$ cat config.mk
export PLATFORM = sky130hd
export DESIGN_NAME = audio_clk_master
export DESIGN_NICKNAME = d
export VERILOG_FILES = /design/src/rtl/audio_clk_master.sv
export SDC_FILE = /design/constraint.sdc
export NUM_CORES = 1
export LEC_CHECK = 0
export ABC_CLOCK_PERIOD_IN_PS = 2800
export BUFFER_PORTS_ARGS = -buffer_cell sky130_fd_sc_hd__buf_2
export CAP_MARGIN = 20
export CORE_AREA = 2 2 68 70
export CTS_CLUSTER_SIZE = 16
export DETAILED_ROUTE_END_ITERATION = 10
export DIE_AREA = 0 0 70 72
export PLACE_DENSITY = 0.68
export SKIP_CTS_REPAIR_TIMING = 1
export SYNTH_ARGS = -nofsm -noshare
export SYNTH_HDL_FRONTEND = slang
export SYNTH_SLANG_ARGS = --single-unit
$ cat constraint.sdc
create_clock -name clk -period 2.8 [get_ports clk]
set_input_delay 0.14 -clock clk [delete_from_list [all_inputs] [get_ports clk]]
set_output_delay 0.14 -clock clk [all_outputs]
set_load 0.005 [all_outputs]
$ cat src/rtl/audio_clk_master.sv
module audio_clk_master #(
  parameter int BDIV_W = 8,
  parameter int FDIV_W = 8
) (
  input  logic              clk,
  input  logic              rst_n,
  input  logic              en,
  input  logic [BDIV_W-1:0] bdiv_i,
  input  logic [FDIV_W-1:0] fdiv_i,
  input  logic              tdm_i,
  output logic              bclk_o,
  output logic              fclk_o,
  output logic              bclk_rise_o,
  output logic              bclk_fall_o,
  output logic              frame_start_o
);
  localparam int FCNT_W = (FDIV_W > 8) ? FDIV_W : 8;

  logic              run_q;
  logic [BDIV_W-1:0] bcnt;
  logic [FCNT_W-1:0] fcnt;

  wire [FCNT_W-1:0] flast   = tdm_i ? FCNT_W'(255) : FCNT_W'(fdiv_i);
  wire [BDIV_W:0]   bdivsr  = {1'b0, bdiv_i} + 1'b1;
  wire [BDIV_W-1:0] bhalf   = bdivsr[BDIV_W:1];
  wire [FCNT_W:0]   flen    = {1'b0, flast} + 1'b1;
  wire [FCNT_W-1:0] fhalf   = flen[FCNT_W:1];
  wire              bwrap   = bcnt >= bdiv_i;

  always_ff @(posedge clk or negedge rst_n) begin
    if (!rst_n) begin
      run_q <= 1'b0;
      bcnt  <= '0;
      fcnt  <= '0;
    end else if (!en) begin
      run_q <= 1'b0;
      bcnt  <= '0;
      fcnt  <= '0;
    end else begin
      run_q <= 1'b1;
      if (run_q) begin
        if (bwrap) begin
          bcnt <= '0;
          fcnt <= (fcnt >= flast) ? '0 : fcnt + 1'b1;
        end else begin
          bcnt <= bcnt + 1'b1;
        end
      end
    end
  end

  assign bclk_o        = run_q & ((bdiv_i == '0) ? clk : (bcnt < bhalf));
  assign fclk_o        = run_q & (tdm_i ? (fcnt == '0) : (fcnt < fhalf));
  assign bclk_rise_o   = run_q & (bcnt == '0);
  assign bclk_fall_o   = run_q & (bcnt == bhalf);
  assign frame_start_o = run_q & (bcnt == '0) & (fcnt == '0);
endmodule

==> impl_results.md, run 1 <==
- Status: finished, final reports clean
- Commonest non-fill, non-tap cell in the layout: ha_1
- Hold_ws: between 0.2 and 0.25 ns
- P_leak: ~0.0011 µW
- Fraction of layout cells with a size suffix above 1: 15.02%
- Final Util: 52.17%
- Ports: 25
- Detail Route Antenna Nets: 0
- Die Span Y: 72 µm
- Critical Path AT: 2.36 ns
- Antenna Diode Count: 0
- Share of the synthesized area in the top cell type: between 20% and 30%
- Max cap viols: 0
- Die area: approximately 5000 µm²
- Power Density: about 390 nW/µm²
- Period utilization: between 80% and 90%
- Starting Density: about 46%
- GRT Residual Overflow: 0
- Area delta synth->final: 13.76%
- Row cnt: 24
- Relative slew slack: approximately three fifths
- Synth Cell Area: 1956 µm²
- Slew Viols, Final: 0
- DRC: 0
- DP HPWL: roughly 3400 µm
- Met1 Use GR: 24.14%
- Post-synth EDFFs: 0
- Critical Path Source Type: input pin
- Gpl congestion: approximately 0.83
- Least-Margin Pin Slew: around 0.58 ns
- CTS tree: built
- Initial antenna violation count: 0
- DRT Wirelength: 4264 µm
- Hold violation count in the final report: 0
- Core region area: about 4300 µm²
- Clk_skew: 0.01392 ns
- Unrepaired setup endpoints after global routing: false
- Cell variety after synth: 43
- Clk pin slew, worst setup/hold paths: 0.08 ns
- PortBufs: 24
- Syn Inst Count: 223
- CP Capture Type: primary output
- Hold Path Class: input pin to async pin
- CP Class: input pin to primary output
- Total negative slack: 0 ns
- Syn. warnings: 0
- Final nets: 312
- Sequential cell area fraction in the yosys report: 21.75%
- Via density: 5.652
- Gr usage total: 18.69%
- Syn Area/Cell: between 8 and 9 µm²
- Most Used Layer, Global Route: met2
- Largest net degree at the start of global routing: 20
- Met2 usage: between 20 and 30%
- Commonest cells after routing, fill and taps aside: ha_1 (38), buf_2 (24), inv_1 (23), nor2_1 (20), dfrtp_1 (17)
- Via count: 1724
- Post-Syn Nets: 281
- DR WL/cell: 13.98 µm
- Number of synthesized register bits: 17
- Initial DRC Count: 63
- GR Layer Usage met3: ~6%
- Die width: about 70 µm
- Worst Path Required: between 2 and 3 ns
- Highest clock rate: 400.1 MHz
- IR drop worst, VDD: 0.2316 mV
- 1st-pass router iterations: 4
- First-pass GRT wire length: around 7600 µm
- Worst skew pair latency: 0.37 ns
- Fillers: roughly 430
- Vias in the first global route: 1709
- Synth top area cells: ha_1 (24%), dfrtp_1 (22%), xnor2_1 (4.9%), inv_1 (4.4%), nand4_1 (3.8%)
- Top FF cell, synth: dfrtp_1
- Crit path time final: approximately 2.5 ns
- Post-synth ARST share: 100.0%
- Finish-stage setup viols: 0
- Leading area contributor after synthesis: ha_1
- CP max FO: 13
## cell type report
class / count / area [µm²] / area share [%]
repair buffers: 25 / 135.1 / 6.074
inverters: 23 / 86.33 / 3.881
clock buffers: 8 / 91.34 / 4.106
flip-flops and latches: 17 / 425.4 / 19.12
well taps: 52 / 65.06 / 2.925
multi-input cells: 180 / 1421 / 63.89
## routing by layer
metal | up-vias | routed length [µm] | part of all wire (%)
met5 | - | 0 | 0
met4 | 0 | 123 | 2.9
met3 | 15 | 181 | 4.2
met2 | 31 | 1931 | 45
met1 | 797 | 2027 | 48
li1 | 881 | - | -
## final timing paths
path / start / end / slack, ns / depth (start not counted)
max reg2reg: fcnt[3] / fcnt[7] / 0.64 / 6
min: rst_n / bcnt[6] / 0.23 / 2
min reg2reg: fcnt[7] / fcnt[7] / 0.58 / 1
max: tdm_i / fclk_o / 0.30 / 11
min in group clk: en / run_q / 0.50 / 2
max in group asynchronous: rst_n / fcnt[1] / 2.28 / 2
## where the power goes
group,internal (µW),switching [µW]
Combinational,116,146
Sequential,264,33.7
Clock,195,111
## sequential cells by signal (all words and copies together) (netlist names)
name and count:
fcnt 8, run_q 1, bcnt 8
## per-stage QoR
step | std cells | setup WS (ns) | total power (µW) | cell area [µm²]
global placement | 296 | 0.3634 | 562.5 | 2118
detailed placement | 296 | 0.3147 | 567.9 | 2118
CTS | 303 | 0.3116 | 872.2 | 2205
finish | 305 | 0.3005 | 865.3 | 2225
global route | 305 | 0.1513 | 935.7 | 2225
floorplan | 223 | 0.5052 | 485.2 | 1956
## synth_stat cells, types with 2 or more instances
library cell and n:
xor2_1 8, nand2_1 11, o221ai_1 2, o211ai_1 2, or3_1 2, inv_1 23, nand3_1 10, or2_2 2
nor2b_1 2, nor3_1 5, o22ai_1 5, dfrtp_1 17, or4_1 2, xnor2_1 11, o21ai_0 6, a21boi_0 4
a211oi_1 2, and3_1 3, a21oi_1 4, nand2b_1 5, nor2_1 20, ha_1 38, a31oi_1 3, nand4_1 12
a21o_1 4, nor4_1 3
## logic make-up (layout without fill, tap and decap cells)
logic type                 Yosys count  in the layout  share of synthesized area (%)
and+or+nand+nor                     80             80                          21.24
xor gates and xnor gates            19             19                          8.509
DFF                                 17             17                          21.75
buffers and inverters               26             56                          5.566
AOI/OAI and AO/OA                   43             43                          18.62
adders and majority gates           38             38                          24.31
## worst max-delay path: stages
cell     delay (ns)
buf_2          0.19
or2_2          0.16
ha_1           0.19
o21ai_0        0.16
or3_1          0.34
ha_1           0.31
nand4_1        0.09
o21ai_0        0.06
or4_1          0.42
o22ai_1        0.16
buf_2          0.13
No activity file was read; power rests on OpenSTA's default activity.
==> inputs of run 2 (changes only) <==
--- a/config.mk
+++ b/config.mk
@@ -13,6 +13,7 @@
 export DETAILED_ROUTE_END_ITERATION = 10
 export DIE_AREA = 0 0 70 72
 export PLACE_DENSITY = 0.68
+export RECOVER_POWER = 25
 export SKIP_CTS_REPAIR_TIMING = 1
 export SYNTH_ARGS = -nofsm -noshare
 export SYNTH_HDL_FRONTEND = slang
==> constraint.sdc (replaced) <==
create_clock -name clk -period 2.8 [get_ports clk]
set_input_delay 0.14 -clock clk [delete_from_list [all_inputs] [get_ports clk]]
set_output_delay 0.14 -clock clk [all_outputs]
set_load 0.02 [all_outputs]
==> impl_results.md, run 2 (synthesized netlist as in run 1, its figures left out) <==
- Commonest cells after routing, fill and taps aside: ha_1 (38), inv_1 (23), buf_2 (23), nor2_1 (20), dfrtp_1 (17)
- Via density: about 5.6
- Cells along the critical path: buf_2 -> or2_2 -> ha_1 -> o21ai_0 -> or3_1 -> ha_1 -> nand4_1 -> o21ai_0 -> or4_1 -> o22ai_1 -> buf_2
- Finished layout cell area: roughly 2200 µm²
- Initial DRC Count: 68
- CP top delay family: simple AND/OR/NAND/NOR gates
- Die area: between 5000 and 6000 µm²
- Row cnt: 24
- GRT Residual Overflow: 0
- Gr usage total: between 10% and 20%
- Max cap viols: 0
- Unrepaired setup endpoints after global routing: false
- Crit path time final: 2.562 ns
- Worst r2r src: bcnt[7]
- Area delta synth->final: 13.69%
- DR WL/cell: roughly 14 µm
- Crit path max-delay cell type: or4_1
- Power Density: between 300 and 400 nW/µm²
- Crit path to: fclk_o
- Fraction of layout cells with a size suffix above 1: between 10% and 20%
- R2R depth: 6
- P_sw: between 200 and 300 µW
- Worst skew pair latency: approximately 0.36 ns
- PortBufs: 24
- Antenna Diode Count: 0
- CP max FO: 13
- Relative slew slack: a little under two fifths
- Cell Area, Placed: around 2100 µm²
- Int Pwr: 574.6 µW
- Detail Route Antenna Nets: 0
- Critical Path AT: 2.42 ns
- First-pass GRT wire length: ~7500 µm
- Worst Path Required: ~2.7 ns
- Hold Path Class: input pin to async pin
- R2r setup slk: approximately 0.64 ns
- CTS tree: built
- Critical path startpoint: tdm_i
- Bufs and invs on worst path: 2
- P_leak: 0.001103 µW
- Largest net degree at the start of global routing: 20
- Total negative slack: 0 ns
- Status: finished, final reports clean
- Starting Density: between 40% and 50%
- Vias in the first global route: between 1500 and 2000
- Period utilization: between 90% and 100%
- Core region area: roughly 4300 µm²
- Least-Margin Pin Slew: approximately 0.94 ns
- Highest clock rate: between 300 and 400 MHz
- Clk network pwr share: a little over a third
- Top flop regs: bcnt (8), fcnt (8), run_q (1)
- Via count: roughly 1700
- DRT Wirelength: around 4200 µm
- Commonest non-fill, non-tap cell in the layout: ha_1
- Hold violation count in the final report: 0
- Comb pwr share: a little under a third
- Die width: approximately 70 µm
- Fillers: about 400
- CP max stage delay: around 0.42 ns
- CP Capture Type: primary output
- DRC: 0
- Clk pin slew, worst setup/hold paths: 0.07 ns
- Clk_skew: 0.01340 ns
- Ports: 25
- Slew Viols, Final: 0
- Cell count along the critical path: 11
- Finish-stage setup viols: 0
- Initial antenna violation count: 0
- Switching fraction of total power: around 34%
- Die Span Y: between 70 and 80 µm
- Critical Path Source Type: input pin
- 1st-pass router iterations: 4
- Gpl congestion: between 0.8 and 0.9
- Reg power frac: 34.1%
- DP HPWL: 3383 µm
- Final nets: between 300 and 400
- Reg2reg end: fcnt[2]
- Final Util: between 50% and 60%
- CP Class: input pin to primary output
- IR drop worst, VDD: around 0.23 mV
## run 2: cell type report
type / instances / area (µm²) / area share [%]
Tap cell: 52 / 65.06 / 2.926
Clock buffer: 8 / 91.34 / 4.108
Multi-Input combinational cell: 180 / 1421 / 63.93
Timing Repair Buffer: 25 / 133.9 / 6.021
Inverter: 23 / 86.33 / 3.883
Sequential cell: 17 / 425.4 / 19.13
## run 2: metrics by stage
stage	setup slack (ns)	cells	hold slack (ns)	power, µW
2_1_floorplan	0.3003	223	-0.1556	495.0
3_3_place_gp	0.3118	296	0.09117	572.4
3_5_place_dp	0.2631	296	0.09267	577.1
4_1_cts	0.2587	303	-0.2949	883.0
5_1_grt	0.09693	305	0.5207	944.8
6_report	0.2380	305	0.4310	872.7
## run 2: routing by layer
| layer | vias up | wire, µm | global-route usage [%] |
|---|---|---|---|
| met5 | - | 0 | 0 |
| met4 | 0 | 22 | 6.624 |
| met3 | 2 | 160 | 5.694 |
| met2 | 32 | 1977 | 30.05 |
| met1 | 781 | 2016 | 23.49 |
| li1 | 880 | - | - |
## run 2: worst min-delay path by stage
stage / start / to / slack [ns] / cells past startpoint
2_1_floorplan: rst_n / bcnt[0] / -0.16 / 0
3_3_place_gp: rst_n / bcnt[6] / 0.09 / 1
3_5_place_dp: rst_n / bcnt[7] / 0.09 / 1
4_1_cts: rst_n / bcnt[7] / -0.29 / 1
5_1_grt: en / run_q / 0.52 / 2
6_report: rst_n / bcnt[7] / 0.43 / 2
## run 2: power by group through the flow
stage                     registers (µW)  logic [µW]  clock network [µW]
final                                297         269                 306
after global routing                 302         314                 329
after CTS                            297         271                 315
after detailed placement             302         269                6.24
after global placement               302         265                6.24
after floorplan                      291         199                5.55
